--- src/rtl/uart_fmt_pkg.sv ---
package uart_fmt_pkg;

   localparam int unsigned WORD_MAX = 9;

   typedef enum logic [1:0] {
      STOP_ONE     = 2'b00,
      STOP_HALF    = 2'b01,
      STOP_TWO     = 2'b10,
      STOP_ONEHALF = 2'b11
   } stop_code_e;

   typedef struct packed {
      logic       wide;
      logic       par_en;
      logic       par_odd;
      stop_code_e stop;
   } frame_cfg_t;

   // Parity bit for the data bits below the top word position
   function automatic logic word_parity(input logic [WORD_MAX-1:0] w,
                                        input logic wide, input logic odd);
      logic p;
      p = wide ? (^w[7:0]) : (^w[6:0]);
      return p ^ odd;
   endfunction

endpackage

--- src/rtl/uart_baud_tick.sv ---
module uart_baud_tick #(
   parameter int unsigned DIV_W = 16
) (
   input  logic             clk,
   input  logic             rst_n,
   input  logic [DIV_W-1:0] cfg_div,
   output logic             tick
);

   logic [DIV_W-1:0] cnt_q;

   always_ff @(posedge clk or negedge rst_n) begin
      if (!rst_n) begin
         cnt_q <= '0;
      end else if (cnt_q == '0) begin
         cnt_q <= (cfg_div == '0) ? '0 : cfg_div - DIV_W'(1);
      end else begin
         cnt_q <= cnt_q - DIV_W'(1);
      end
   end

   assign tick = (cnt_q == '0);

   AST_TICK_SPACING: assert property (@(posedge clk) disable iff (!rst_n)
      (tick && cfg_div > DIV_W'(1)) |=> !tick);

endmodule

--- src/rtl/uart_tx_core.sv ---
module uart_tx_core
   import uart_fmt_pkg::*;
#(
   parameter int unsigned OVS = 16
) (
   input  logic                clk,
   input  logic                rst_n,
   input  logic                tick,
   input  frame_cfg_t          cfg,
   input  logic [WORD_MAX-1:0] tx_data,
   input  logic                tx_valid,
   input  logic                tx_idle_req,
   input  logic                tx_break_req,
   output logic                tx_ready,
   output logic                txd
);

   localparam int unsigned TW = $clog2(2*OVS + 1);
   localparam int unsigned FW = WORD_MAX + 1;
   localparam logic [TW-1:0] T_BIT     = TW'(OVS);
   localparam logic [TW-1:0] T_HALF    = TW'(OVS/2);
   localparam logic [TW-1:0] T_ONEHALF = TW'(OVS + OVS/2);
   localparam logic [TW-1:0] T_TWO     = TW'(2*OVS);

   typedef enum logic [1:0] {TX_IDLE, TX_BITS, TX_STOP} tx_state_e;

   tx_state_e           state_q;
   logic [FW-1:0]       shreg_q;
   logic [TW-1:0]       tcnt_q;
   logic [3:0]          bcnt_q;
   logic [3:0]          nbits_q;
   logic                fill_q;
   logic [TW-1:0]       stop_len_q;

   logic [TW-1:0]       stop_len_cfg;
   logic [3:0]          word_len;
   logic [WORD_MAX-1:0] out_word;
   logic                take_brk, take_idle, take_data;

   always_comb begin
      unique case (cfg.stop)
         STOP_ONE:  stop_len_cfg = T_BIT;
         STOP_HALF: stop_len_cfg = T_HALF;
         STOP_TWO:  stop_len_cfg = T_TWO;
         default:   stop_len_cfg = T_ONEHALF;
      endcase
   end

   assign word_len = cfg.wide ? 4'd9 : 4'd8;

   // Word as it goes on the line: top bit dropped or replaced by parity
   always_comb begin
      out_word = tx_data;
      if (!cfg.wide) out_word[8] = 1'b0;
      if (cfg.par_en) begin
         if (cfg.wide) out_word[8] = word_parity(tx_data, 1'b1, cfg.par_odd);
         else          out_word[7] = word_parity(tx_data, 1'b0, cfg.par_odd);
      end
   end

   assign tx_ready  = (state_q == TX_IDLE);
   assign take_brk  = tx_ready && tx_break_req;
   assign take_idle = tx_ready && !tx_break_req && tx_idle_req;
   assign take_data = tx_ready && !tx_break_req && !tx_idle_req && tx_valid;

   always_ff @(posedge clk or negedge rst_n) begin
      if (!rst_n) begin
         state_q    <= TX_IDLE;
         shreg_q    <= '1;
         tcnt_q     <= '0;
         bcnt_q     <= '0;
         nbits_q    <= '0;
         fill_q     <= 1'b1;
         stop_len_q <= T_BIT;
      end else begin
         unique case (state_q)
            TX_IDLE: begin
               tcnt_q <= '0;
               bcnt_q <= '0;
               if (take_brk) begin
                  shreg_q    <= '0;
                  fill_q     <= 1'b0;
                  nbits_q    <= word_len + 4'd2;
                  stop_len_q <= (stop_len_cfg < T_BIT) ? T_BIT : stop_len_cfg;
                  state_q    <= TX_BITS;
               end else if (take_idle) begin
                  shreg_q    <= '1;
                  fill_q     <= 1'b1;
                  nbits_q    <= word_len + 4'd1;
                  stop_len_q <= stop_len_cfg;
                  state_q    <= TX_BITS;
               end else if (take_data) begin
                  shreg_q    <= {out_word, 1'b0};
                  fill_q     <= 1'b1;
                  nbits_q    <= word_len + 4'd1;
                  stop_len_q <= stop_len_cfg;
                  state_q    <= TX_BITS;
               end
            end
            TX_BITS: begin
               if (tick) begin
                  if (tcnt_q == T_BIT - TW'(1)) begin
                     tcnt_q  <= '0;
                     shreg_q <= {fill_q, shreg_q[FW-1:1]};
                     if (bcnt_q == nbits_q - 4'd1) begin
                        state_q <= TX_STOP;
                     end else begin
                        bcnt_q <= bcnt_q + 4'd1;
                     end
                  end else begin
                     tcnt_q <= tcnt_q + TW'(1);
                  end
               end
            end
            TX_STOP: begin
               if (tick) begin
                  if (tcnt_q == stop_len_q - TW'(1)) begin
                     tcnt_q  <= '0;
                     state_q <= TX_IDLE;
                  end else begin
                     tcnt_q <= tcnt_q + TW'(1);
                  end
               end
            end
            default: state_q <= TX_IDLE;
         endcase
      end
   end

   assign txd = (state_q == TX_BITS) ? shreg_q[0] : 1'b1;

   AST_TX_START_LOW: assert property (@(posedge clk) disable iff (!rst_n)
      (tx_ready && !tx_idle_req && (tx_valid || tx_break_req)) |=> !txd);

   AST_TX_STOP_HIGH: assert property (@(posedge clk) disable iff (!rst_n)
      (tx_ready && !$past(tx_ready)) |-> $past(txd));

   AST_TX_IDLE_HIGH: assert property (@(posedge clk) disable iff (!rst_n)
      (tx_ready && tx_idle_req && !tx_break_req) |=> txd);

endmodule

--- src/rtl/uart_rx_core.sv ---
module uart_rx_core
   import uart_fmt_pkg::*;
#(
   parameter int unsigned OVS    = 16,
   parameter int unsigned SYNC_N = 2
) (
   input  logic                clk,
   input  logic                rst_n,
   input  logic                tick,
   input  frame_cfg_t          cfg,
   input  logic                rxd,
   output logic [WORD_MAX-1:0] rx_data,
   output logic                rx_valid,
   output logic                rx_par_err,
   output logic                rx_frm_err,
   output logic                rx_brk
);

   localparam int unsigned TW = $clog2(OVS + 1);
   localparam logic [TW-1:0] T_BIT       = TW'(OVS);
   localparam logic [TW-1:0] T_MID       = TW'(OVS/2);
   localparam logic [TW-1:0] T_HALF_SAMP = TW'(OVS/2 + OVS/4);

   typedef enum logic [1:0] {RX_IDLE, RX_START, RX_DATA, RX_STOP} rx_state_e;

   logic line;
   logic line_prev_q;

   generate
      if (SYNC_N == 1) begin : g_sync_one
         logic s_q;
         always_ff @(posedge clk or negedge rst_n) begin
            if (!rst_n) s_q <= 1'b1;
            else        s_q <= rxd;
         end
         assign line = s_q;
      end else begin : g_sync_chain
         logic [SYNC_N-1:0] s_q;
         always_ff @(posedge clk or negedge rst_n) begin
            if (!rst_n) s_q <= '1;
            else        s_q <= {s_q[SYNC_N-2:0], rxd};
         end
         assign line = s_q[SYNC_N-1];
      end
   endgenerate

   rx_state_e           state_q;
   frame_cfg_t          cfg_q;
   logic [TW-1:0]       tcnt_q;
   logic [3:0]          bidx_q;
   logic [WORD_MAX-1:0] word_q;
   logic [3:0]          last_idx;
   logic [TW-1:0]       stop_wait;

   assign last_idx  = cfg_q.wide ? 4'd8 : 4'd7;
   assign stop_wait = (cfg_q.stop == STOP_HALF) ? T_HALF_SAMP : T_BIT;

   always_ff @(posedge clk or negedge rst_n) begin
      if (!rst_n) begin
         state_q     <= RX_IDLE;
         cfg_q       <= '0;
         tcnt_q      <= '0;
         bidx_q      <= '0;
         word_q      <= '0;
         line_prev_q <= 1'b1;
         rx_data     <= '0;
         rx_valid    <= 1'b0;
         rx_par_err  <= 1'b0;
         rx_frm_err  <= 1'b0;
         rx_brk      <= 1'b0;
      end else begin
         line_prev_q <= line;
         rx_valid    <= 1'b0;
         unique case (state_q)
            RX_IDLE: begin
               if (line_prev_q && !line) begin
                  state_q <= RX_START;
                  cfg_q   <= cfg;
                  tcnt_q  <= '0;
                  bidx_q  <= '0;
                  word_q  <= '0;
               end
            end
            RX_START: begin
               if (tick) begin
                  if (tcnt_q == T_MID - TW'(1)) begin
                     tcnt_q  <= '0;
                     state_q <= line ? RX_IDLE : RX_DATA;
                  end else begin
                     tcnt_q <= tcnt_q + TW'(1);
                  end
               end
            end
            RX_DATA: begin
               if (tick) begin
                  if (tcnt_q == T_BIT - TW'(1)) begin
                     tcnt_q         <= '0;
                     word_q[bidx_q] <= line;
                     if (bidx_q == last_idx) state_q <= RX_STOP;
                     else                    bidx_q  <= bidx_q + 4'd1;
                  end else begin
                     tcnt_q <= tcnt_q + TW'(1);
                  end
               end
            end
            RX_STOP: begin
               if (tick) begin
                  if (tcnt_q == stop_wait - TW'(1)) begin
                     tcnt_q     <= '0;
                     state_q    <= RX_IDLE;
                     rx_valid   <= 1'b1;
                     rx_data    <= word_q;
                     rx_frm_err <= !line;
                     rx_brk     <= (word_q == '0) && !line;
                     rx_par_err <= cfg_q.par_en && ((^word_q) ^ cfg_q.par_odd);
                  end else begin
                     tcnt_q <= tcnt_q + TW'(1);
                  end
               end
            end
            default: state_q <= RX_IDLE;
         endcase
      end
   end

   AST_RX_VALID_PULSE: assert property (@(posedge clk) disable iff (!rst_n)
      rx_valid |=> !rx_valid);

   AST_RX_BRK_FLAGS: assert property (@(posedge clk) disable iff (!rst_n)
      (rx_valid && rx_brk) |-> (rx_frm_err && rx_data == '0));

endmodule

--- src/rtl/uart_frame_xcvr.sv ---
module uart_frame_xcvr
   import uart_fmt_pkg::*;
#(
   parameter int unsigned DIV_W  = 16,
   parameter int unsigned OVS    = 16,
   parameter int unsigned SYNC_N = 2
) (
   input  logic                clk,
   input  logic                rst_n,
   input  logic [DIV_W-1:0]    cfg_div,
   input  logic                cfg_wide,
   input  logic                cfg_par_en,
   input  logic                cfg_par_odd,
   input  logic [1:0]          cfg_stop,
   input  logic [WORD_MAX-1:0] tx_data,
   input  logic                tx_valid,
   output logic                tx_ready,
   input  logic                tx_idle_req,
   input  logic                tx_break_req,
   output logic                txd,
   input  logic                rxd,
   output logic [WORD_MAX-1:0] rx_data,
   output logic                rx_valid,
   output logic                rx_par_err,
   output logic                rx_frm_err,
   output logic                rx_brk
);

   if (OVS < 4 || (OVS % 4) != 0) begin : g_bad_ovs
      $error("OVS must be a multiple of 4 and at least 4");
   end
   if (DIV_W == 0) begin : g_bad_div
      $error("DIV_W must be at least 1");
   end
   if (SYNC_N == 0) begin : g_bad_sync
      $error("SYNC_N must be at least 1");
   end

   frame_cfg_t cfg;
   logic       tick;

   assign cfg.wide    = cfg_wide;
   assign cfg.par_en  = cfg_par_en;
   assign cfg.par_odd = cfg_par_odd;
   assign cfg.stop    = stop_code_e'(cfg_stop);

   uart_baud_tick #(.DIV_W(DIV_W)) u_tick (
      .clk     (clk),
      .rst_n   (rst_n),
      .cfg_div (cfg_div),
      .tick    (tick)
   );

   uart_tx_core #(.OVS(OVS)) u_tx (
      .clk          (clk),
      .rst_n        (rst_n),
      .tick         (tick),
      .cfg          (cfg),
      .tx_data      (tx_data),
      .tx_valid     (tx_valid),
      .tx_idle_req  (tx_idle_req),
      .tx_break_req (tx_break_req),
      .tx_ready     (tx_ready),
      .txd          (txd)
   );

   uart_rx_core #(.OVS(OVS), .SYNC_N(SYNC_N)) u_rx (
      .clk        (clk),
      .rst_n      (rst_n),
      .tick       (tick),
      .cfg        (cfg),
      .rxd        (rxd),
      .rx_data    (rx_data),
      .rx_valid   (rx_valid),
      .rx_par_err (rx_par_err),
      .rx_frm_err (rx_frm_err),
      .rx_brk     (rx_brk)
   );

endmodule

--- config.mk ---
export PLATFORM = sky130hd
export DESIGN_NAME = uart_frame_xcvr
export DESIGN_NICKNAME = d
export VERILOG_FILES = /design/src/rtl/uart_fmt_pkg.sv /design/src/rtl/uart_baud_tick.sv /design/src/rtl/uart_tx_core.sv /design/src/rtl/uart_rx_core.sv /design/src/rtl/uart_frame_xcvr.sv
export SDC_FILE = /design/constraint.sdc
export NUM_CORES = 1
export LEC_CHECK = 0
export BUFFER_PORTS_ARGS = -buffer_cell sky130_fd_sc_hd__buf_2
export CAP_MARGIN = 20
export CELL_PAD_IN_SITES_DETAIL_PLACEMENT = 0
export CELL_PAD_IN_SITES_GLOBAL_PLACEMENT = 1
export CORE_MARGIN = 1
export CORE_UTILIZATION = 49
export CTS_CLUSTER_SIZE = 16
export DETAILED_ROUTE_END_ITERATION = 10
export PLACE_DENSITY = 0.93
export SYNTH_ARGS = -nofsm -noshare
export SYNTH_HDL_FRONTEND = slang
export SYNTH_SLANG_ARGS = --single-unit
--- constraint.sdc ---
create_clock -name clk -period 5 [get_ports clk]
set_clock_uncertainty 0.15 [all_clocks]
set_input_delay 0.25 -clock clk [delete_from_list [all_inputs] [get_ports clk]]
set_output_delay 0.25 -clock clk [all_outputs]
set_load 0.01 [all_outputs]
## Word-level counts from Yosys, hierarchy flattened

Cells that the tools add are included.

| operators by class | value |
|---|---|
| $add $sub $neg | 11 |
| $lt $le $gt $ge | 3 |
| equality and inequality tests | 31 |
| multiplexer cells | 78 |
| bitwise gates (word level) | 3 |
| reductions and logical operators | 36 |

Operator list:

| operator | count |
|---|---|
| $mux 10 | 5 |
| $mux 6 | 8 |
| $mux 4 | 11 |
| $mux 5 | 8 |
| $mux 2 | 18 |
| $pmux 6 s3 | 2 |
| $logic_not 16->1 | 2 |
| $mux 16 | 2 |
| $sub 16x1->16 const B | 2 |
| $mux 9 | 3 |
| $pmux 10 s2 | 1 |
| $pmux 5 s4 | 1 |
| $pmux 9 s2 | 1 |
| $ne 2x1->1 const B | 8 |
| $pmux 4 s2 | 2 |
| $reduce_and 4->1 | 4 |
| $ne 2x2->1 const B | 7 |
| $add 4x1->4 const B | 3 |
| $mux 1 | 12 |
| $bwmux 9 | 1 |
| $logic_and 1x1->1 | 9 |
| $logic_not 9->1 | 1 |
| $reduce_xor 9->1 | 1 |
| $eq 2x1->1 const B | 4 |
| 32 further kinds | 46 |

| storage, ports and cells | value |
|---|---|
| bits in registers | 90 |
| output and inout port bits | 15 |
| logic and storage cells | 185 |

## Longest topological paths before layout

Gate-level depths: netlist (run 1).

| logic depth | value |
|---|---|
| depth in word-level cells | 8 |
| gate-level depth with buffers | 10 |

## Modules after synthesis

From an unflattened synthesis (run 1), not the netlist that was laid out.

| second synthesis, totals | value |
|---|---|
| cell total of the unflattened synthesis | 538 |
| area total of the unflattened synthesis | 5143.7 um^2 |

Modules (own cells, without submodules):

| module | instances | cells an instance | area an instance (um^2) |
|---|---|---|---|
| uart_rx_core | 1 | 204 | 2067.0 |
| uart_tx_core | 1 | 203 | 1906.8 |
| uart_baud_tick | 1 | 131 | 1169.9 |

## Worst setup path after synthesis (run 1)

Ideal clock, no wire load.

| path | value |
|---|---|
| path kind | register -> register |
| start point | register u_tick.cnt_q[0] |
| end point | register u_tx.state_q[0] |
| setup time | 128 ps |
| arrival | 2243 ps |
| data required time | 4722 ps |
| setup slack | 2480 ps |
| cell stages (with the launch flop) | 9 |
| path buffers | 0 |
| clock period less this slack | 2520 ps |
| cell sequence | dfrtp_1 inv_1 ha_1 or4b_1 nor3_4 nand2_1 o21ai_1 nand4bb_1 mux2_1 |

| on the way | value |
|---|---|
| word-level cells in the longest chain between the ends | 3 |

RTL lines:

| item | RTL line | source |
|---|---|---|
| from (decl) | uart_baud_tick.sv:10 | `logic [DIV_W-1:0] cnt_q;` |
| from (signal assigned) | uart_baud_tick.sv:16 | `cnt_q <= (cfg_div == '0) ? '0 : cfg_div - DIV_W'(1);` |
| from (signal assigned) | uart_baud_tick.sv:18 | `cnt_q <= cnt_q - DIV_W'(1);` |
| $logic_not 16->1 (*) | uart_baud_tick.sv:22 | `assign tick = (cnt_q == '0);` |
| $ne 2x2->1 (no line) | - |  |
| $reduce_and 6->1 (no line) (*) | - |  |
| to (signal assigned) | uart_tx_core.sv:68 | `state_q <= TX_IDLE;` |
| to (signal assigned) | uart_tx_core.sv:85 | `state_q <= TX_BITS;` |
| to (signal assigned) | uart_tx_core.sv:91 | `state_q <= TX_BITS;` |
| to (decl) | uart_tx_core.sv:27 | `tx_state_e state_q;` |

Every way passes the cells marked *; elsewhere a longest branch is shown, timed or not.
A chain may end at the register's enable or synchronous reset.

## Final worst setup path (run 1)

| path | value |
|---|---|
| start point | register u_tick.cnt_q[0] |
| end point | register u_rx.rx_data[8] |

| on the way | value |
|---|---|
| word-level cells in the longest chain between the ends | 2 |

RTL lines:

| item | RTL line | source |
|---|---|---|
| $logic_not 16->1 | uart_baud_tick.sv:22 |  |
| $reduce_and 3->1 (no line) | - |  |
| to (signal assigned) | uart_rx_core.sv:112 | `rx_data <= word_q;` |
| to (decl) | uart_rx_core.sv:12 | `output logic [WORD_MAX-1:0] rx_data,` |

Every way passes these cells.

==> flow_summary_export.csv, run 1 <==
group,metric,value,unit
run_status,run_status,"finished, final reports clean",
worst_setup_path,worstSetupEndpointType,"register",
die,num_rows,36,
worst_setup_path,critPathKind,"register to register",
grt,groute.usage.overall,19.8,%
routing,via_count,3954,
sta,grt_setup_unrepaired,"no",
logic_synthesis,synth.largest_area_cell,"sky130_fd_sc_hd__dfrtp_1",
routing,ant_nets,0,
worst_setup_path,timing.critical_path.fanout_max,24,
routing,route.detailed.drc,0,
logic_synthesis,edff_count_synth,0,
routing,drt_wl_total,9.84,mm
sta,fin_max_slew_vios,0,
grt,maximum_number_of_pins_on_one_net_before_global_route_repair,87,
routing,drt_iter0_markers,190,
clock_network,htreeDepth,3,
sta,slew_headroom,31.5,%
clock_network,cts_post_setup_buffers_inserted,0,
pwr,total_leakage_power,2.38,nW
sta,fmax,0.284,GHz
flow_run,maxCapViolations,0,
pwr,power.density_cell_area,230,nW/µm²
die,floorplan.die.width,103,µm
clock_network,cts.root.buffer_cell,"sky130_fd_sc_hd__clkbuf_8",
grt,first_global_vias,3556,
worst_setup_path,worst-endpoint-arrival,3600,ps
die,die_area,10700,µm²
clock_network,cts.path.max_buffers,2,
logic_synthesis,register_area_share_after_synthesis,43.0,%
placed_design,portBuffers,50,
cells_and_area,num-nets-final,655,
clock_network,cts_tree,"yes",
logic_synthesis,yosys_register_bits,86,
cells_and_area,synthToLayoutAreaGrowth,12.1,%
clock_network,clkLatencyLatePin,350,ps
cells_and_area,final_layout_size_suffix_gt1_share,16.9,%
sta,hold_viol_final,0,
sta,finalCriticalPeriod,3520,ps
sta,setup-tns-final,0,ps
clock_network,clock_sinks,86,
worst_hold_path,timing.hold.worst.class,"input pin to register",
logic_synthesis,async_reset_ff_share,100,%
sta,hold_slack,71.6,ps
logic_synthesis,synthMostInstantiatedCell,"sky130_fd_sc_hd__nand2_1",
logic_synthesis,yosys-top-cells-area,"sky130_fd_sc_hd__dfrtp_1, sky130_fd_sc_hd__dfstp_2, sky130_fd_sc_hd__nand2_1, sky130_fd_sc_hd__ha_1, sky130_fd_sc_hd__xnor2_1",
logic_synthesis,ys_top_cells_by_count,"sky130_fd_sc_hd__nand2_1, sky130_fd_sc_hd__dfrtp_1, sky130_fd_sc_hd__o21ai_0",
logic_synthesis,yosysTopAreaCellShare,35.2,%
die,floorplan.initialDensity,51.1,%
logic_synthesis,synth.distinct_cells,63,
logic_synthesis,syn_area_per_cell,9.27,µm²
die,placeableCoreArea,9860,µm²
routing,post_drt_via_cell_ratio,5.42,
clock_network,path_clk_slew,90,ps
routing,routedWlPerCell,13.5,µm
logic_synthesis,netlist_area,5040,µm²
logic_synthesis,yosys_warnings,0,
grt,global_route_wire_length_before_repair,16.3,mm
grt,grt_overflow,0,
placed_design,detailed_place_hpwl,7.24,mm
grt,initial_antenna_violation_count,0,
logic_synthesis,synthCells,544,
clock_network,cts-buffers-inserted,9,
placed_design,gp_congestion,0.795,
die,chipHeight,103,µm
die,io_pins,51,
sta,setup_viol_count_final,0,
sta,final.period_utilization,70.5,%
worst_setup_path,setup.worst_path.start_class,"register",
worst_setup_path,worstPathRequired,5080,ps
logic_synthesis,mappedNetlistNets,607,
pwr,irDropWorstVdd,0.146,mV
logic_synthesis,synth-main-ff-cell,"sky130_fd_sc_hd__dfrtp_1",
sta,measured_slew_at_the_worst_slew_check_pin,1020,ps
routing,drt-pass1-iter-count,4,
cells_and_area,antenna_cells_inserted,0,
-- cell usage in the layout (no fill, tap or decap), types with 4 or more instances in the layout --
| cell type | n |
|---|---|
| sky130_fd_sc_hd__nand2_1 | 91 |
| sky130_fd_sc_hd__dfrtp_1 | 71 |
| sky130_fd_sc_hd__buf_2 | 49 |
| sky130_fd_sc_hd__o21ai_0 | 33 |
| sky130_fd_sc_hd__inv_1 | 32 |
| sky130_fd_sc_hd__nor2_1 | 31 |
| sky130_fd_sc_hd__xnor2_1 | 30 |
| sky130_fd_sc_hd__ha_1 | 27 |
| sky130_fd_sc_hd__xor2_1 | 15 |
| sky130_fd_sc_hd__nand3_1 | 15 |
| sky130_fd_sc_hd__dfstp_2 | 15 |
| sky130_fd_sc_hd__o22ai_1 | 13 |
| sky130_fd_sc_hd__a31oi_1 | 13 |
| sky130_fd_sc_hd__nor3_1 | 12 |
| sky130_fd_sc_hd__a22o_1 | 11 |
| sky130_fd_sc_hd__nand2b_1 | 10 |
| sky130_fd_sc_hd__clkbuf_8 | 10 |
| sky130_fd_sc_hd__a21oi_1 | 9 |
| sky130_fd_sc_hd__o211ai_1 | 8 |
| sky130_fd_sc_hd__or3_1 | 6 |
| sky130_fd_sc_hd__nor4_1 | 6 |
| sky130_fd_sc_hd__mux2i_1 | 6 |
| sky130_fd_sc_hd__nor2b_1 | 6 |
| sky130_fd_sc_hd__dlygate4sd3_1 | 5 |
| sky130_fd_sc_hd__or2_2 | 4 |
| sky130_fd_sc_hd__o21ai_1 | 4 |
| sky130_fd_sc_hd__o21a_1 | 4 |
-- per-layer routing --
layer	vias to the layer above	part of all wire [%]	routed length, µm	global-route usage [%]
met5	-	0	0	0
met3	13	3.1	308	3.02
met4	0	1.4	137	6.93
met1	1879	49	4780	26.7
li1	1990	-	-	-
met2	72	47	4620	32.5
-- cell families after synthesis --
| group | Yosys count | share of synthesized area [%] |
|---|---|---|
| AO/OA/AOI/OAI | 116 | 15.0 |
| adder cells (fa/ha/maj) | 27 | 6.70 |
| flip-flops | 86 | 43.0 |
| XOR/XNOR | 46 | 8.29 |
| AND/OR/NAND/NOR | 207 | 20.7 |
| multiplexers | 10 | 2.08 |
| buffers and inverters | 52 | 4.19 |
-- power by group --
| part | internal [W] | switching [W] |
|---|---|---|
| clock | 0.000228 | 0.000261 |
| sequential | 0.000709 | 0.00000905 |
| combinational | 0.0000448 | 0.0000521 |
-- stage by stage --
step	utilization [%]	power, W	cell area [µm²]	std cells	setup WS, ps
global placement	54.5	0.000820	5380	708	1630
floorplan	-	0.000776	5040	544	2480
finish	57.3	0.00130	5660	730	1480
CTS	57.1	0.00131	5630	729	1490
detailed placement	54.5	0.000823	5380	708	1520
global route	57.3	0.00135	5660	730	1250
-- what timing repair did --
action / CTS / global route
endpoints found under the hold margin: 57 / 0
resized for setup: 0 / 0
hold buffers: 5 / 0
endpoints found under the setup margin: 0 / 0
-- sequential cells by signal, indices dropped and copies added, names as in the netlist, named ones only --
| name | cells |
|---|---|
| u_rx.word_q | 9 |
| u_tx.fill_q | 1 |
| u_tx.stop_len_q | 3 |
| u_tx.shreg_q | 10 |
| u_rx.tcnt_q | 5 |
| u_rx.rx_valid | 1 |
| u_tx.state_q | 2 |
| u_rx.g_sync_chain.s_q | 2 |
| u_rx.rx_brk | 1 |
| u_rx.cfg_q | 5 |
| u_tx.bcnt_q | 4 |
| u_rx.bidx_q | 4 |
| u_rx.rx_par_err | 1 |
| u_rx.state_q | 1 |
| u_tx.tcnt_q | 6 |
| u_rx.line_prev_q | 1 |
| u_tx.nbits_q | 3 |
| u_tick.cnt_q | 16 |
| u_rx.rx_frm_err | 1 |
| u_rx.rx_data | 9 |
-- final timing paths --
check	from	to	slack (ps)	depth (start not counted)
max	u_tick.cnt_q[0]$_DFF_PN0_	u_rx.rx_data[8]$_DFFE_PN0P_	1480	7
min	cfg_div[8]	u_tick.cnt_q[8]$_DFF_PN0_	70	3
max reg2reg	u_tick.cnt_q[0]$_DFF_PN0_	u_rx.rx_data[8]$_DFFE_PN0P_	1480	7
min reg2reg	u_rx.g_sync_chain.s_q[0]$_DFF_PN1_	u_rx.g_sync_chain.s_q[1]$_DFF_PN1_	220	0
max in group asynchronous	rst_n	u_rx.line_prev_q$_DFF_PN1_	3790	3
min in group asynchronous	rst_n	u_rx.cfg_q[3]$_DFFE_PN0P_	240	2
-- worst max-delay path, cell delays in order, from the launching register on --
cell                      delay (ps)
sky130_fd_sc_hd__dfrtp_1         400
sky130_fd_sc_hd__inv_1            80
sky130_fd_sc_hd__ha_1            220
sky130_fd_sc_hd__or4b_1          580
sky130_fd_sc_hd__nor3_4          360
sky130_fd_sc_hd__and2_1          680
sky130_fd_sc_hd__nand3_2         500
sky130_fd_sc_hd__mux2_2          410
-- layout make-up --
class	count	area, µm²
clock buffer	11	163
sequential	86	2170
tap	133	166
clock inverter	5	36.3
fill	841	4210
inverter	32	120
timing repair buffer	57	338
multi-input combinational	406	2660
(Power assumes the default switching activity.)
==> run 2, diff against run 1 <==
--- a/config.mk
+++ b/config.mk
@@ -5,15 +5,16 @@
 export SDC_FILE = /design/constraint.sdc
 export NUM_CORES = 1
 export LEC_CHECK = 0
+export ABC_AREA = 1
 export BUFFER_PORTS_ARGS = -buffer_cell sky130_fd_sc_hd__buf_2
 export CAP_MARGIN = 20
 export CELL_PAD_IN_SITES_DETAIL_PLACEMENT = 0
 export CELL_PAD_IN_SITES_GLOBAL_PLACEMENT = 1
 export CORE_MARGIN = 1
-export CORE_UTILIZATION = 49
+export CORE_UTILIZATION = 40
 export CTS_CLUSTER_SIZE = 16
 export DETAILED_ROUTE_END_ITERATION = 10
-export PLACE_DENSITY = 0.93
+export PLACE_DENSITY = 0.84
 export SYNTH_ARGS = -nofsm -noshare
 export SYNTH_HDL_FRONTEND = slang
 export SYNTH_SLANG_ARGS = --single-unit
==> constraint.sdc (replaced) <==
create_clock -name clk -period 2.9 [get_ports clk]
set_clock_uncertainty 0.15 [all_clocks]
set_input_delay 0.145 -clock clk [delete_from_list [all_inputs] [get_ports clk]]
set_output_delay 0.145 -clock clk [all_outputs]
set_load 0.01 [all_outputs]
==> flow_summary_export.csv, run 2 <==
group,metric,value,unit
placed_design,dpl_cell_area,5750,µm²
logic_synthesis,synthCells,686,
sta,measured_slew_at_the_worst_slew_check_pin,621,ps
worst_setup_path,critPathKind,"register to register",
die,floorplan.die.width,117,µm
routing,post_drt_via_cell_ratio,4.78,
placed_design,placed_cells,900,
worst_setup_path,cp_slowest_cell,"sky130_fd_sc_hd__dfrtp_1",
sta,hold_viol_final,0,
logic_synthesis,async_reset_ff_share,100,%
logic_synthesis,yosys_warnings,0,
clock_network,cts_tree,"yes",
clock_network,holdBufCountCts,9,
cells_and_area,num-nets-final,813,
grt,maximum_number_of_pins_on_one_net_before_global_route_repair,87,
worst_setup_path,r2r.worst_path.cells,12,
logic_synthesis,netlist_area,5330,µm²
run_status,run_status,"finished, final reports clean",
sta,setup-tns-final,0,ps
worst_setup_path,setup.worst_path.start_class,"register",
pwr,totalPowerFinal,0.00438,W
clock_network,cts-buffers-inserted,9,
routing,drt_iter0_markers,248,
logic_synthesis,yosysTopAreaCellShare,33.4,%
placed_design,gp_congestion,0.809,
clock_network,cts.path.max_buffers,2,
cells_and_area,biggest_registers_after_layout,"u_tick.cnt_q: 16 flops, u_tx.shreg_q: 10 flops",
die,floorplan.initialDensity,41.5,%
routing,via_count,4433,
logic_synthesis,synth.largest_area_cell,"sky130_fd_sc_hd__dfrtp_1",
cells_and_area,layoutNonFillerInstCount,927,
cells_and_area,top_register,"u_tick.cnt_q",
placed_design,portBuffers,50,
worst_setup_path,regToRegEndpoint,"u_tx.shreg_q[9]$_DFFE_PN1P_",
die,placeableCoreArea,12800,µm²
placed_design,detailed_place_hpwl,7.92,mm
clock_network,htreeDepth,3,
worst_setup_path,setup.reg_to_reg.worst_slack,510,ps
worst_setup_path,worst-endpoint-arrival,2510,ps
pwr,power.density_cell_area,708,nW/µm²
sta,setup_viol_count_final,0,
cells_and_area,most_frequent_cells_in_the_layout,"sky130_fd_sc_hd__nand2_1, sky130_fd_sc_hd__inv_1, sky130_fd_sc_hd__dfrtp_1",
routing,drt_wl_total,10.6,mm
worst_setup_path,cpMostUsedCell,"sky130_fd_sc_hd__inv_1",
worst_hold_path,min_delay_worst_endpoint,"u_tick.cnt_q[15]$_DFF_PN0_",
sta,finalCriticalPeriod,2390,ps
cells_and_area,antenna_cells_inserted,0,
sta,grt_setup_unrepaired,"no",
pwr,irDropWorstVdd,0.335,mV
clock_network,cts_post_setup_buffers_inserted,0,
logic_synthesis,edff_count_synth,0,
cells_and_area,final_layout_size_suffix_gt1_share,16.4,%
clock_network,clkLatencyLatePin,340,ps
sta,final_critical_path_setup_slack,510,ps
grt,grt_overflow,0,
logic_synthesis,yosys-top-cells-area,"sky130_fd_sc_hd__dfrtp_1, sky130_fd_sc_hd__nand2_1, sky130_fd_sc_hd__dfstp_2, sky130_fd_sc_hd__inv_1, sky130_fd_sc_hd__ha_1",
grt,global_route_wire_length_before_repair,19.3,mm
die,io_pins,51,
logic_synthesis,synth-main-ff-cell,"sky130_fd_sc_hd__dfrtp_1",
cells_and_area,final_cell_area,6180,µm²
routing,ant_nets,0,
placed_design,dpl_worst_slack,530,ps
clock_network,cts.root.buffer_cell,"sky130_fd_sc_hd__clkbuf_16",
die,num_rows,41,
worst_setup_path,timing.critical_path.fanout_max,20,
cells_and_area,largest_register_ff_count,16,
die,die_area,13800,µm²
flow_run,maxCapViolations,0,
worst_hold_path,whs_path_depth,4,
clock_network,post_cts_resize_count,0,
die,chipHeight,117,µm
worst_setup_path,worstPathCellList,"inv_1 -> ha_1 -> inv_1 -> nor2_1 -> o21ai_0 -> nand2_1 -> inv_1 -> o21ai_0 -> nand2_2 -> nand2_1 -> inv_2 -> a21oi_2",
worst_setup_path,timing.rr.start,"u_tx.state_q[0]$_DFFE_PN0P_",
logic_synthesis,ys_top_cells_by_count,"sky130_fd_sc_hd__nand2_1, sky130_fd_sc_hd__inv_1, sky130_fd_sc_hd__dfrtp_1",
routing,routedWlPerCell,11.4,µm
grt,first_global_vias,4385,
sta,fin_max_slew_vios,0,
pwr,total_leakage_power,2.99,nW
worst_setup_path,cp_slowest_stage_delay,420,ps
worst_setup_path,worstPathRequired,3020,ps
routing,drt-pass1-iter-count,5,
worst_setup_path,critical_path.top_delay_family,"simple AND/OR/NAND/NOR gates",
grt,initial_antenna_violation_count,0,
logic_synthesis,syn_area_per_cell,7.76,µm²
worst_hold_path,min_from,"cfg_div[15]",
sta,fmax,0.418,GHz
routing,route.detailed.drc,0,
cells_and_area,layout.cells.most_common,"sky130_fd_sc_hd__nand2_1",
worst_hold_path,timing.hold.worst.class,"input pin to register",
logic_synthesis,synthMostInstantiatedCell,"sky130_fd_sc_hd__nand2_1",
sta,final.period_utilization,82.4,%
logic_synthesis,register_area_share_after_synthesis,40.8,%
sta,slew_headroom,58.5,%
clock_network,path_clk_slew,60,ps
cells_and_area,synthToLayoutAreaGrowth,16.1,%
logic_synthesis,mappedNetlistNets,749,
clock_network,clock_sinks,86,
worst_setup_path,worstSetupEndpointType,"register",
grt,groute.usage.overall,16.7,%
logic_synthesis,yosys_register_bits,86,
worst_setup_path,buffers_inverters_on_critical_path,4,
logic_synthesis,synth.distinct_cells,44,
==> run 2: cell count changes in the layout (fill, tap and decap cells not counted), moves of 21 or more <==
cell,before,now
sky130_fd_sc_hd__inv_1,32,103
sky130_fd_sc_hd__nor2_1,31,65
sky130_fd_sc_hd__nand2_1,91,154
sky130_fd_sc_hd__o21ai_0,33,54
sky130_fd_sc_hd__nand3_1,15,38
sky130_fd_sc_hd__xnor2_1,30,9
==> run 2: kinds of logic after synthesis <==
kind of cell	Yosys count	share of synthesized area, %
AOI/OAI and AO/OA	122	13.8
adders and majority gates	27	6.34
DFF	86	40.8
xor gates and xnor gates	36	5.92
and+or+nand+nor	292	24.1
buffers and inverters	123	9.02
==> run 2: worst max path at each step <==
stage,startpoint,to,slack [ps],depth (start not counted)
after global placement,u_tick.cnt_q[0]$_DFF_PN0_,u_rx.rx_par_err$_DFFE_PN0P_,600,11
after detailed placement,u_tick.cnt_q[0]$_DFF_PN0_,u_rx.rx_data[4]$_DFFE_PN0P_,530,11
after global routing,u_tick.cnt_q[0]$_DFF_PN0_,u_rx.rx_data[7]$_DFFE_PN0P_,270,11
after CTS,cfg_div[0],u_tick.cnt_q[12]$_DFF_PN0_,340,9
final,u_tx.state_q[0]$_DFFE_PN0P_,u_tx.shreg_q[9]$_DFFE_PN1P_,510,12
after floorplan,u_tx.state_q[0]$_DFFE_PN0P_,u_tx.shreg_q[9]$_DFFE_PN1P_,890,12
==> run 2: per-stage QoR <==
step	hold slack [ps]	util [%]
2_1_floorplan	-301	-
5_1_grt	23.8	48.2
3_5_place_dp	111	44.8
6_report	8.91	48.2
3_3_place_gp	104	44.8
4_1_cts	4.50	48.0
==> run 2: where the power goes <==
part           total [W]  internal (W)  switching [W]
combinational    0.00156      0.000559       0.000998
clock            0.00118      0.000697       0.000488
sequential       0.00164       0.00147       0.000170
==> run 2: layout make-up <==
cell class,count,area [µm²]
clock buffer,10,239
clock inverter,6,68.8
fill,1259,6640
inverter,113,424
multi-input combinational,477,2670
sequential,86,2170
tap,172,215
timing repair buffer,63,393
==> run 2: metal layers <==
metal / wire length [µm] / global-route usage (%) / up-vias / share of wire, %
met3: 358 / 3.60 / 6 / 3.4
met4: 66 / 3.49 / 0 / 0.62
met1: 5010 / 21.2 / 2049 / 47
met5: 0 / 0 / - / 0
li1: - / - / 2325 / -
met2: 5160 / 29.1 / 53 / 49
==> run 2: worst register-to-register path, delay by kind of cell (launching register included) <==
family,cells,cell delay [ps]
AO/OA/AOI/OAI,3,420
adder cells (fa/ha/maj),1,220
buffers and inverters,4,370
flip-flops,1,420
AND/OR/NAND/NOR,4,740
==> run 3, diff against run 2 <==
--- a/config.mk
+++ b/config.mk
@@ -5,16 +5,16 @@
 export SDC_FILE = /design/constraint.sdc
 export NUM_CORES = 1
 export LEC_CHECK = 0
-export ABC_AREA = 1
+export ABC_AREA = 0
 export BUFFER_PORTS_ARGS = -buffer_cell sky130_fd_sc_hd__buf_2
 export CAP_MARGIN = 20
 export CELL_PAD_IN_SITES_DETAIL_PLACEMENT = 0
 export CELL_PAD_IN_SITES_GLOBAL_PLACEMENT = 1
 export CORE_MARGIN = 1
-export CORE_UTILIZATION = 40
+export CORE_UTILIZATION = 46
 export CTS_CLUSTER_SIZE = 16
 export DETAILED_ROUTE_END_ITERATION = 10
-export PLACE_DENSITY = 0.84
+export PLACE_DENSITY = 0.88
 export SYNTH_ARGS = -nofsm -noshare
 export SYNTH_HDL_FRONTEND = slang
 export SYNTH_SLANG_ARGS = --single-unit
==> constraint.sdc (replaced) <==
create_clock -name clk -period 2.3 [get_ports clk]
set_clock_uncertainty 0.15 [all_clocks]
set_input_delay 0.115 -clock clk [delete_from_list [all_inputs] [get_ports clk]]
set_output_delay 0.115 -clock clk [all_outputs]
set_load 0.01 [all_outputs]
==> flow_summary_export.csv, run 3 (synthesized netlist as in run 1, its figures left out) <==
group,metric,value,unit
pwr,power.density_cell_area,404,nW/µm²
worst_setup_path,cp_slowest_cell,"sky130_fd_sc_hd__or4b_4",
placed_design,detailed_place_hpwl,8.10,mm
cells_and_area,synthToLayoutAreaGrowth,36.8,%
grt,groute.usage.overall,21.8,%
sta,hold_viol_final,0,
clock_network,clock_sinks,86,
flow_run,maxCapViolations,0,
run_status,failing_checks,"setup timing",
worst_setup_path,timing.rr.start,"u_tick.cnt_q[0]$_DFF_PN0_",
die,floorplan.initialDensity,48.2,%
cells_and_area,num-nets-final,743,
worst_setup_path,regToRegEndpoint,"u_rx.word_q[7]$_DFFE_PN0P_",
pwr,totalPowerFinal,0.00279,W
sta,grt_setup_unrepaired,"yes",
worst_setup_path,buffers_inverters_on_critical_path,3,
routing,drt_wl_total,12.3,mm
grt,maximum_number_of_pins_on_one_net_before_global_route_repair,46,
grt,grt_overflow,0,
cells_and_area,top_register,"u_tick.cnt_q",
sta,finalCriticalPeriod,2440,ps
placed_design,portBuffers,50,
worst_hold_path,timing.hold.worst.class,"input pin to register",
die,chipHeight,107,µm
routing,post_drt_via_cell_ratio,5.35,
die,num_rows,37,
sta,measured_slew_at_the_worst_slew_check_pin,682,ps
die,floorplan.die.width,107,µm
worst_hold_path,whs_path_depth,3,
die,die_area,11400,µm²
worst_setup_path,r2r.worst_path.cells,10,
clock_network,clkLatencyLatePin,360,ps
worst_setup_path,timing.critical_path.from,"u_tick.cnt_q[0]$_DFF_PN0_",
cells_and_area,largest_register_ff_count,16,
sta,setup-tns-final,-2160,ps
pwr,total_leakage_power,2.91,nW
cells_and_area,final_layout_size_suffix_gt1_share,33.0,%
worst_setup_path,worstPathRequired,2390,ps
routing,via_count,4390,
placed_design,gp_congestion,0.794,
clock_network,cts-buffers-inserted,9,
cells_and_area,layout.cells.most_common,"sky130_fd_sc_hd__nand2_1",
worst_setup_path,timing.critical_path.fanout_max,6,
sta,final_critical_path_setup_slack,-135,ps
worst_setup_path,cp_slowest_stage_delay,480,ps
cells_and_area,antenna_cells_inserted,0,
worst_setup_path,setup.worst_path.start_class,"register",
die,placeableCoreArea,10500,µm²
worst_setup_path,worstPathCellList,"inv_2 -> ha_4 -> or4b_4 -> nor3_4 -> buf_6 -> buf_4 -> a41oi_4 -> nor2_4 -> nand2_1 -> a22o_1",
clock_network,path_clk_slew,80,ps
sta,setup_viol_count_final,36,
sta,slew_headroom,54.2,%
clock_network,htreeDepth,3,
grt,global_route_wire_length_before_repair,19.7,mm
run_status,run_status,"finished, violations left",
clock_network,cts.path.max_buffers,2,
routing,drt_iter0_markers,192,
cells_and_area,final_core_util,65.9,%
die,io_pins,51,
pwr,irDropWorstVdd,0.331,mV
sta,final.period_utilization,106,%
worst_setup_path,critPathKind,"register to register",
clock_network,cts_tree,"yes",
grt,first_global_vias,4346,
routing,route.detailed.drc,0,
worst_setup_path,critical_path.top_delay_family,"simple AND/OR/NAND/NOR gates",
worst_hold_path,min_delay_worst_endpoint,"u_tick.cnt_q[15]$_DFF_PN0_",
grt,initial_antenna_violation_count,0,
worst_setup_path,setup.reg_to_reg.worst_slack,-140,ps
sta,fin_max_slew_vios,0,
cells_and_area,most_frequent_cells_in_the_layout,"sky130_fd_sc_hd__nand2_1, sky130_fd_sc_hd__dfrtp_1, sky130_fd_sc_hd__buf_4",
routing,routedWlPerCell,15.0,µm
worst_hold_path,min_from,"cfg_div[15]",
worst_setup_path,worstSetupEndpointType,"register",
placed_design,dpl_worst_slack,-356,ps
routing,ant_nets,0,
worst_setup_path,worst-endpoint-arrival,2520,ps
sta,fmax,0.411,GHz
cells_and_area,biggest_registers_after_layout,"u_tick.cnt_q: 16 flops, u_tx.shreg_q: 10 flops",
clock_network,cts.root.buffer_cell,"sky130_fd_sc_hd__clkbuf_8",
routing,drt-pass1-iter-count,4,
==> run 3: cell count changes in the layout (fill, tap and decap cells not counted), sizes merged, moves of 21 or more <==
cell	delta
nor2	-36
nand2	-67
xnor2	+21
buf	+61
inv	-82
o21ai	-42
nand3	-24
==> run 3: worst register-to-register path, cell delays in order, from the launching register on <==
cell	delay [ps]
sky130_fd_sc_hd__dfrtp_1	390
sky130_fd_sc_hd__inv_2	80
sky130_fd_sc_hd__ha_4	130
sky130_fd_sc_hd__or4b_4	480
sky130_fd_sc_hd__nor3_4	160
sky130_fd_sc_hd__buf_6	160
sky130_fd_sc_hd__buf_4	130
sky130_fd_sc_hd__a41oi_4	170
sky130_fd_sc_hd__nor2_4	180
sky130_fd_sc_hd__nand2_1	70
sky130_fd_sc_hd__a22o_1	220
==> run 3: area by class of cell <==
cell class | instances | area (µm²)
Timing Repair Buffer | 142 | 1140
Fill cell | 818 | 3560
Clock buffer | 11 | 151
Inverter | 32 | 120
Sequential cell | 86 | 2170
Tap cell | 136 | 170
Clock inverter | 5 | 33.8
Multi-Input combinational cell | 409 | 3110
==> run 3: how the worst max path moves through the flow <==
stage	depth (start not counted)	endpoint	slack [ps]
final	10	u_rx.word_q[7]$_DFFE_PN0P_	-140
after floorplan	9	u_tx.tcnt_q[4]$_DFFE_PN0P_	-100
after global routing	10	u_tx.shreg_q[6]$_DFFE_PN1P_	-250
after CTS	10	u_tx.shreg_q[6]$_DFFE_PN1P_	-150
after global placement	7	u_tick.cnt_q[14]$_DFF_PN0_	-210
after detailed placement	7	u_tick.cnt_q[14]$_DFF_PN0_	-360
==> run 3: power by group <==
group	leakage [nW]	total [W]	internal (W)	switching, W
sequential	1.05	0.00156	0.00154	0.0000193
clock	0.0913	0.000976	0.000449	0.000527
combinational	1.77	0.000254	0.000126	0.000129
==> run 3: metrics by stage <==
stage,area (µm²),instances,hold slack [ps]
floorplan,5080,544,-331
global placement,5760,755,-12.7
detailed placement,5760,755,-9.41
CTS,6550,811,1.01
global route,6900,821,19.4
finish,6900,821,12.9
==> run 3: timing repair <==
action / CTS / global route
gates cloned: 7 / 1
endpoints found under the hold margin: 67 / 0
hold buffers: 27 / 0
pin swaps: 22 / 25
buffers inserted: 6 / 12
setup endpoints to repair: 62 / 71
gates resized for setup: 56 / 63
==> run 3: routing by layer <==
| metal | vias up | global-route usage, % | routed length, µm |
|---|---|---|---|
| met1 | 2120 | 26.7 | 5460 |
| met3 | 11 | 2.86 | 373 |
| met4 | 0 | 7.83 | 140 |
| met2 | 80 | 39.2 | 6300 |
| li1 | 2179 | - | - |
| met5 | - | 0 | 0 |
